File: src/rtl/pix_link_pkg.sv
package pix_link_pkg;
  typedef enum logic [2:0] {
    ST_OFF,
    ST_IDLE,
    ST_SYNC,
    ST_PIXA,
    ST_PIXB,
    ST_LGAP,
    ST_FGAP
  } tx_st_e;
endpackage

File: src/rtl/ptx_shifter.sv
module ptx_shifter #(
  parameter int PIX_W = 16
) (
  input  logic             clk_i,
  input  logic             rst_ni,
  input  logic             load_i,
  input  logic [PIX_W-1:0] word_i,
  output logic             bit_o,
  output logic             first_o,
  output logic             last_o
);
  localparam int CW = (PIX_W > 1) ? $clog2(PIX_W) : 1;
  localparam logic [CW-1:0] LAST = CW'(PIX_W - 1);

  logic [PIX_W-1:0] sh_q;
  logic [CW-1:0]    cnt_q;

  always_ff @(posedge clk_i or negedge rst_ni) begin
    if (!rst_ni) begin
      sh_q  <= '0;
      cnt_q <= '0;
    end else if (load_i) begin
      sh_q  <= word_i;
      cnt_q <= '0;
    end else begin
      sh_q  <= {sh_q[PIX_W-2:0], 1'b0};
      cnt_q <= cnt_q + 1'b1;
    end
  end

  assign bit_o   = sh_q[PIX_W-1];
  assign first_o = (cnt_q == '0);
  assign last_o  = (cnt_q == LAST);
endmodule

File: src/rtl/ptx_seq.sv
module ptx_seq
  import pix_link_pkg::*;
#(
  parameter int PIX_W = 16,
  parameter int CNT_W = 8
) (
  input  logic               clk_i,
  input  logic               rst_ni,
  input  logic               load_i,
  input  logic               en_i,
  input  logic               idle_en_i,
  input  logic               order_i,
  input  logic               uf_i,
  input  logic [PIX_W-1:0]   sync_pat_i,
  input  logic [PIX_W-1:0]   idle_pat_i,
  input  logic [CNT_W-1:0]   wpl_i,
  input  logic [CNT_W-1:0]   lpf_i,
  input  logic               fifo_empty_i,
  input  logic [2*PIX_W-1:0] fifo_data_i,
  output logic               fifo_rd_o,
  output logic               uf_set_o,
  output tx_st_e             st_o,
  output logic [PIX_W-1:0]   word_o
);
  localparam int WORD_W = 2 * PIX_W;

  tx_st_e           st_q, st_d;
  logic [PIX_W-1:0] hold_q, hold_d;
  logic [CNT_W-1:0] wc_q, wc_d, lc_q, lc_d;
  logic [CNT_W:0]   wc_inc, lc_inc;
  logic             last_word, last_line, do_fetch;
  logic [PIX_W-1:0] pix_lo, pix_hi;
  tx_st_e           rest_st;

  assign pix_lo    = fifo_data_i[PIX_W-1:0];
  assign pix_hi    = fifo_data_i[WORD_W-1:PIX_W];
  assign wc_inc    = {1'b0, wc_q} + (CNT_W+1)'(1);
  assign lc_inc    = {1'b0, lc_q} + (CNT_W+1)'(1);
  // a zero length acts as one
  assign last_word = (wc_inc >= {1'b0, wpl_i});
  assign last_line = (lc_inc >= {1'b0, lpf_i});
  assign rest_st   = idle_en_i ? ST_IDLE : ST_OFF;

  always_comb begin
    st_d      = st_q;
    hold_d    = hold_q;
    wc_d      = wc_q;
    lc_d      = lc_q;
    word_o    = idle_pat_i;
    fifo_rd_o = 1'b0;
    uf_set_o  = 1'b0;
    do_fetch  = 1'b0;
    if (load_i) begin
      if (!en_i) begin
        st_d = ST_OFF;
        wc_d = '0;
        lc_d = '0;
      end else begin
        unique case (st_q)
          ST_OFF, ST_IDLE, ST_FGAP: begin
            wc_d = '0;
            lc_d = '0;
            if (!uf_i && !fifo_empty_i) begin
              st_d   = ST_SYNC;
              word_o = sync_pat_i;
            end else begin
              st_d = rest_st;
            end
          end
          ST_SYNC, ST_LGAP: do_fetch = 1'b1;
          ST_PIXA: begin
            st_d   = ST_PIXB;
            word_o = hold_q;
          end
          ST_PIXB: begin
            if (last_word) begin
              wc_d = '0;
              if (last_line) begin
                lc_d = '0;
                st_d = ST_FGAP;
              end else begin
                lc_d = lc_inc[CNT_W-1:0];
                st_d = ST_LGAP;
              end
            end else begin
              wc_d     = wc_inc[CNT_W-1:0];
              do_fetch = 1'b1;
            end
          end
          default: st_d = ST_OFF;
        endcase
        if (do_fetch) begin
          if (!fifo_empty_i) begin
            fifo_rd_o = 1'b1;
            st_d      = ST_PIXA;
            word_o    = order_i ? pix_hi : pix_lo;
            hold_d    = order_i ? pix_lo : pix_hi;
          end else begin
            uf_set_o = 1'b1;
            st_d     = rest_st;
            wc_d     = '0;
            lc_d     = '0;
          end
        end
      end
    end
  end

  always_ff @(posedge clk_i or negedge rst_ni) begin
    if (!rst_ni) begin
      st_q   <= ST_OFF;
      hold_q <= '0;
      wc_q   <= '0;
      lc_q   <= '0;
    end else if (load_i) begin
      st_q   <= st_d;
      hold_q <= hold_d;
      wc_q   <= wc_d;
      lc_q   <= lc_d;
    end
  end

  assign st_o = st_q;
endmodule

File: src/rtl/ptx_uf_flag.sv
module ptx_uf_flag (
  input  logic clk_i,
  input  logic rst_ni,
  input  logic set_i,
  input  logic clr_i,
  input  logic irq_en_i,
  output logic uf_o,
  output logic irq_o
);
  logic uf_q;

  always_ff @(posedge clk_i or negedge rst_ni) begin
    if (!rst_ni)     uf_q <= 1'b0;
    else if (set_i)  uf_q <= 1'b1;  // set beats clear
    else if (clr_i)  uf_q <= 1'b0;
  end

  assign uf_o  = uf_q;
  assign irq_o = uf_q & irq_en_i;
endmodule

File: src/rtl/pix_link_tx.sv
module pix_link_tx
  import pix_link_pkg::*;
#(
  parameter int PIX_W = 16,
  parameter int CNT_W = 8
) (
  input  logic               clk_i,
  input  logic               rst_ni,
  input  logic               en_i,
  input  logic               idle_en_i,
  input  logic               order_i,
  input  logic               irq_en_i,
  input  logic               uf_clr_i,
  input  logic [PIX_W-1:0]   idle_pat_i,
  input  logic [PIX_W-1:0]   sync_pat_i,
  input  logic [CNT_W-1:0]   words_per_line_i,
  input  logic [CNT_W-1:0]   lines_per_frame_i,
  input  logic               fifo_empty_i,
  input  logic [2*PIX_W-1:0] fifo_data_i,
  output logic               fifo_rd_o,
  output logic               ser_d_o,
  output logic               ser_oe_o,
  output logic               word_start_o,
  output logic               uf_o,
  output logic               irq_o
);
  tx_st_e           st;
  logic             load, bit_out, first, last, uf_set;
  logic [PIX_W-1:0] next_word;

  assign load = (st == ST_OFF) || last;

  ptx_seq #(.PIX_W(PIX_W), .CNT_W(CNT_W)) u_seq (
    .clk_i        (clk_i),
    .rst_ni       (rst_ni),
    .load_i       (load),
    .en_i         (en_i),
    .idle_en_i    (idle_en_i),
    .order_i      (order_i),
    .uf_i         (uf_o),
    .sync_pat_i   (sync_pat_i),
    .idle_pat_i   (idle_pat_i),
    .wpl_i        (words_per_line_i),
    .lpf_i        (lines_per_frame_i),
    .fifo_empty_i (fifo_empty_i),
    .fifo_data_i  (fifo_data_i),
    .fifo_rd_o    (fifo_rd_o),
    .uf_set_o     (uf_set),
    .st_o         (st),
    .word_o       (next_word)
  );

  ptx_shifter #(.PIX_W(PIX_W)) u_shift (
    .clk_i   (clk_i),
    .rst_ni  (rst_ni),
    .load_i  (load),
    .word_i  (next_word),
    .bit_o   (bit_out),
    .first_o (first),
    .last_o  (last)
  );

  ptx_uf_flag u_uf (
    .clk_i    (clk_i),
    .rst_ni   (rst_ni),
    .set_i    (uf_set),
    .clr_i    (uf_clr_i),
    .irq_en_i (irq_en_i),
    .uf_o     (uf_o),
    .irq_o    (irq_o)
  );

  assign ser_oe_o     = (st != ST_OFF);
  assign ser_d_o      = ser_oe_o & bit_out;
  assign word_start_o = ser_oe_o & first;
endmodule

File: config.mk
export PLATFORM = sky130hd
export DESIGN_NAME = pix_link_tx
export DESIGN_NICKNAME = d
export VERILOG_FILES = /design/src/rtl/pix_link_pkg.sv /design/src/rtl/ptx_shifter.sv /design/src/rtl/ptx_seq.sv /design/src/rtl/ptx_uf_flag.sv /design/src/rtl/pix_link_tx.sv
export SDC_FILE = /design/constraint.sdc
export NUM_CORES = 1
export LEC_CHECK = 0
export ABC_AREA = 1
export BUFFER_PORTS_ARGS = -buffer_cell sky130_fd_sc_hd__clkbuf_2
export CAP_MARGIN = 20
export CORE_MARGIN = 2
export CORE_UTILIZATION = 50
export CTS_CLUSTER_DIAMETER = 120
export DETAILED_ROUTE_END_ITERATION = 10
export GPL_ROUTABILITY_DRIVEN = 0
export PLACE_DENSITY = 0.73
export SETUP_SLACK_MARGIN = 0.05
export SLEW_MARGIN = 20
export SYNTH_ARGS = -nofsm -noshare
export SYNTH_HDL_FRONTEND = slang
export SYNTH_SLANG_ARGS = --single-unit
export TNS_END_PERCENT = 1
File: constraint.sdc
create_clock -name clk_i -period 3.3 [get_ports clk_i]
set_input_delay 0.66 -clock clk_i [delete_from_list [all_inputs] [get_ports clk_i]]
set_output_delay 0.66 -clock clk_i [all_outputs]
set_load 0.01 [all_outputs]
==> results.sh <==
export IMPL_end_kind="output pin"
export IMPL_slowest_stage="dfrtp_1"
export IMPL_fp_dieH_um=102
export IMPL_synth_cells=763
export IMPL_max_cap_viol_count=0
export IMPL_status="finished, violations left"
export IMPL_ys_seq_area_share_pct=29.5
export IMPL_critPathCapture="fifo_rd_o"
export IMPL_die_w_um=102
export IMPL_nets=954
export IMPL_slew_violations=0
export IMPL_overflow=0
export IMPL_layoutNonFillerInstCount=976
export IMPL_core_um2=9240
export IMPL_synth_ff_latch_count=56
export IMPL_crit_start="u_seq.wc_q[1]"
export IMPL_slowest_delay_ns=0.41
export IMPL_clock_latency_ns=0.31
export IMPL_wl_per_cell_um=12.5
export IMPL_violations="negative setup slack"
export IMPL_asyncSetResetFlopFracSynth_pct=100
export IMPL_hold_path_class="in2async"
export IMPL_power_leakage_nw=3.04
export IMPL_antenna_left=0
export IMPL_fp_dieArea_um2=10300
export IMPL_viasPerCell=5.14
export IMPL_synth_flop_cell="dfrtp_1"
export IMPL_worstPathRequired_ns=2.64
export IMPL_clockRootBuffer="clkbuf_8"
export IMPL_finalClockSkew_ns=0.00640
export IMPL_fillers=942
export IMPL_firstDrtPassIters=5
export IMPL_setup_viol=1
export IMPL_grt_total_usage_pct=24.6
export IMPL_slew_headroom_pct=36.7
export IMPL_r2r_end="u_seq.wc_q[7]"
export IMPL_cts_tree="yes"
export IMPL_fin_ws_ns=-0.00547
export IMPL_ios=94
export IMPL_drive_above_1_share_pct=19.2
export IMPL_start_util_pct=51.5
export IMPL_area_growth_pct=15.5
export IMPL_critPathLaunchType="flip-flop"
export IMPL_dp_cells=959
export IMPL_grt_pass1_vias=4638
export IMPL_syn_avg_cell_area_um2=6.23
export IMPL_reg2reg_from="u_seq.wc_q[1]"
export IMPL_worst_path_max_fanout=3
export IMPL_r2r_setup_slack_ns=0.34
export IMPL_r2r_cells=19
export IMPL_tightest_slew_ns=0.949
export IMPL_fin_util_pct=59.5
export IMPL_clk_pin_slew_ns=0.10
export IMPL_drc=0
export IMPL_clk_path_buf_depth=2
export IMPL_power_w=0.00336
export IMPL_n_antenna_cell=0
export IMPL_ys_warn_count=0
export IMPL_cts_buffers=5
export IMPL_post_synth_num_cell_types=37
export IMPL_routed_wl_um=12200
export IMPL_worst_setup_path_type="reg2out"
export IMPL_clock_fmax_mhz=303
export IMPL_cp_cell_sequence="ha_2 -> nand2_2 -> nor2_4 -> nand3_4 -> xor2_2 -> ha_1 -> nand2_2 -> nor2_2 -> nand3_1 -> o21bai_1 -> nor2_2 -> nand3_4 -> nand2_4 -> nand2_4 -> nor2_4 -> buf_6"
export IMPL_grt_max_degree=65
export IMPL_syn_nets=871
export IMPL_hold_viol=0
export IMPL_grt_antenna_before_repair=0
export IMPL_dpl_worst_slack_ns=0.254
export IMPL_ir_worst_vdd_mv=0.293
export IMPL_drt_iter0_markers=185
export IMPL_htree_levels=2
export IMPL_portBuffers=93
export IMPL_place_hpwl_um=9500
export IMPL_routed_via_count=5012
export IMPL_num_rows=35
export IMPL_period_needed_ns=3.31
export IMPL_grt_pass1_wl_um=20600
export IMPL_synth_edff_count=0
export IMPL_cp_arrival_ns=2.65
export IMPL_cts_sinks=56
export IMPL_p_per_area_nw_per_um2=611
export IMPL_synth_area_um2=4760
export IMPL_rsz0062_at_grt="yes"
export IMPL_fin_crit_sh_pct=100
[worst min-delay path by stage]
stage,start,end,depth (start not counted)
final,rst_ni,u_seq.lc_q[2],1
after global routing,uf_clr_i,u_uf.uf_o,2
after CTS,u_seq.hold_q[4],u_seq.hold_q[4],2
after detailed placement,u_shift.sh_q[9],u_shift.sh_q[10],2
after global placement,u_shift.cnt_q[0],u_shift.cnt_q[0],1
after floorplan,rst_ni,u_seq.hold_q[0],0
[routing by layer]
layer / track usage (%) / share of wire [%] / up-vias
li1: - / - / 2601
met1: 31.5 / 43 / 2229
met2: 42.4 / 49 / 151
met3: 3.31 / 5.6 / 31
met4: 8.52 / 2.3 / 0
met5: 0 / 0 / -
[synth_stat cells (2+ instances only)]
master	n	share of area, %
nand3b_1	2	0.32
buf_2	10	1.1
xor2_1	9	1.7
buf_4	2	0.32
buf_6	3	0.71
nand2_2	4	0.53
dfrtp_1	56	29
nand2_4	3	0.71
nand4_1	8	1.1
nor2_1	41	3.2
ha_1	20	5.3
o21ai_0	77	8.1
nor2_4	4	0.95
nand2_1	295	23
nand3_1	60	6.3
inv_1	66	5.2
a21oi_1	38	4.0
nor2_2	5	0.66
buf_1	2	0.16
o22ai_1	5	0.66
o21ai_1	12	1.3
clkbuf_1	17	1.3
inv_2	10	0.79
[cell usage in the layout, fill, tap and decap left out, types with 2 or more instances in the layout]
master / Yosys / layout
nand2_1: 295 / 292
clkbuf_2: 0 / 91
o21ai_0: 77 / 77
inv_1: 66 / 66
nand3_1: 60 / 59
dfrtp_1: 56 / 56
nor2_1: 41 / 39
a21oi_1: 38 / 37
ha_1: 20 / 18
buf_4: 2 / 17
o21ai_1: 12 / 12
inv_2: 10 / 10
xor2_1: 9 / 8
nand4_1: 8 / 8
nor2_2: 5 / 7
nand2_2: 4 / 6
clkbuf_8: 0 / 6
o22ai_1: 5 / 5
nor2_4: 4 / 4
nand2_4: 3 / 4
nand3_4: 1 / 2
a21oi_2: 1 / 2
nand3b_1: 2 / 2
clkinv_2: 0 / 2
[registers in the layout, summed over array words and instances (netlist names)]
signal and count:
u_seq.st_o 3, u_shift.sh_q 16, u_seq.hold_q 16, u_seq.lc_q 8
u_seq.wc_q 8, u_uf.uf_o 1, u_shift.cnt_q 4
[logic make-up (layout without fill, tap and decap cells)]
family          after synthesis  after routing  share of synthesized area (%)
flops                        56             56                           29.5
simple gates                429            429                           38.7
fa+ha+maj                    20             20                           5.26
compound gates              137            137                           15.0
buf+inv                     111            195                           9.71
xor+xnor                     10             10                           1.84
[through the flow]
| stage | area [um2] | TNS [ns] | hold slack (ns) |
|---|---|---|---|
| floorplan | 4760 | 0 | 0.364 |
| global route | 5500 | -0.176 | 0.531 |
| detailed placement | 5270 | 0 | 0.487 |
| global placement | 5270 | 0 | 0.475 |
| CTS | 5440 | 0 | 0.510 |
| finish | 5500 | -0.00547 | 0.479 |
[report_power, final]
group	total [W]	leakage (nW)	switching, W	internal [W]
sequential	0.00108	0.720	0.000143	0.000936
clock	0.000396	0.0510	0.000227	0.000168
combinational	0.00188	2.27	0.00123	0.000647
total	0.00336	3.04	0.00161	0.00175
[what timing repair did]
action	CTS	global route
hold buffers	0	0
resized for setup	3	11
endpoints found under the setup margin	1	1
pin swaps	2	12
buffers inserted	7	2
[cell type report]
cell class                      instances  area [um2]  share of cell area [%]
Multi-Input combinational cell        596        2950                    53.7
Sequential cell                        56        1400                    25.5
Timing Repair Buffer                  110         599                    10.9
Inverter                               77         292                    5.31
Tap cell                              129         161                    2.94
Clock buffer                            6        82.6                    1.50
Clock inverter                          2        10.0                   0.182
[worst max-delay path: cells and delay by family (launching register included)]
family | cells | cell delay, ns
buffers and inverters | 1 | 0.11
XOR/XNOR | 1 | 0.17
flip-flops | 1 | 0.41
AO/OA/AOI/OAI | 1 | 0.08
AND/OR/NAND/NOR | 11 | 1.03
adder cells (fa/ha/maj) | 2 | 0.54
Power figures use the tool's default switching activity.
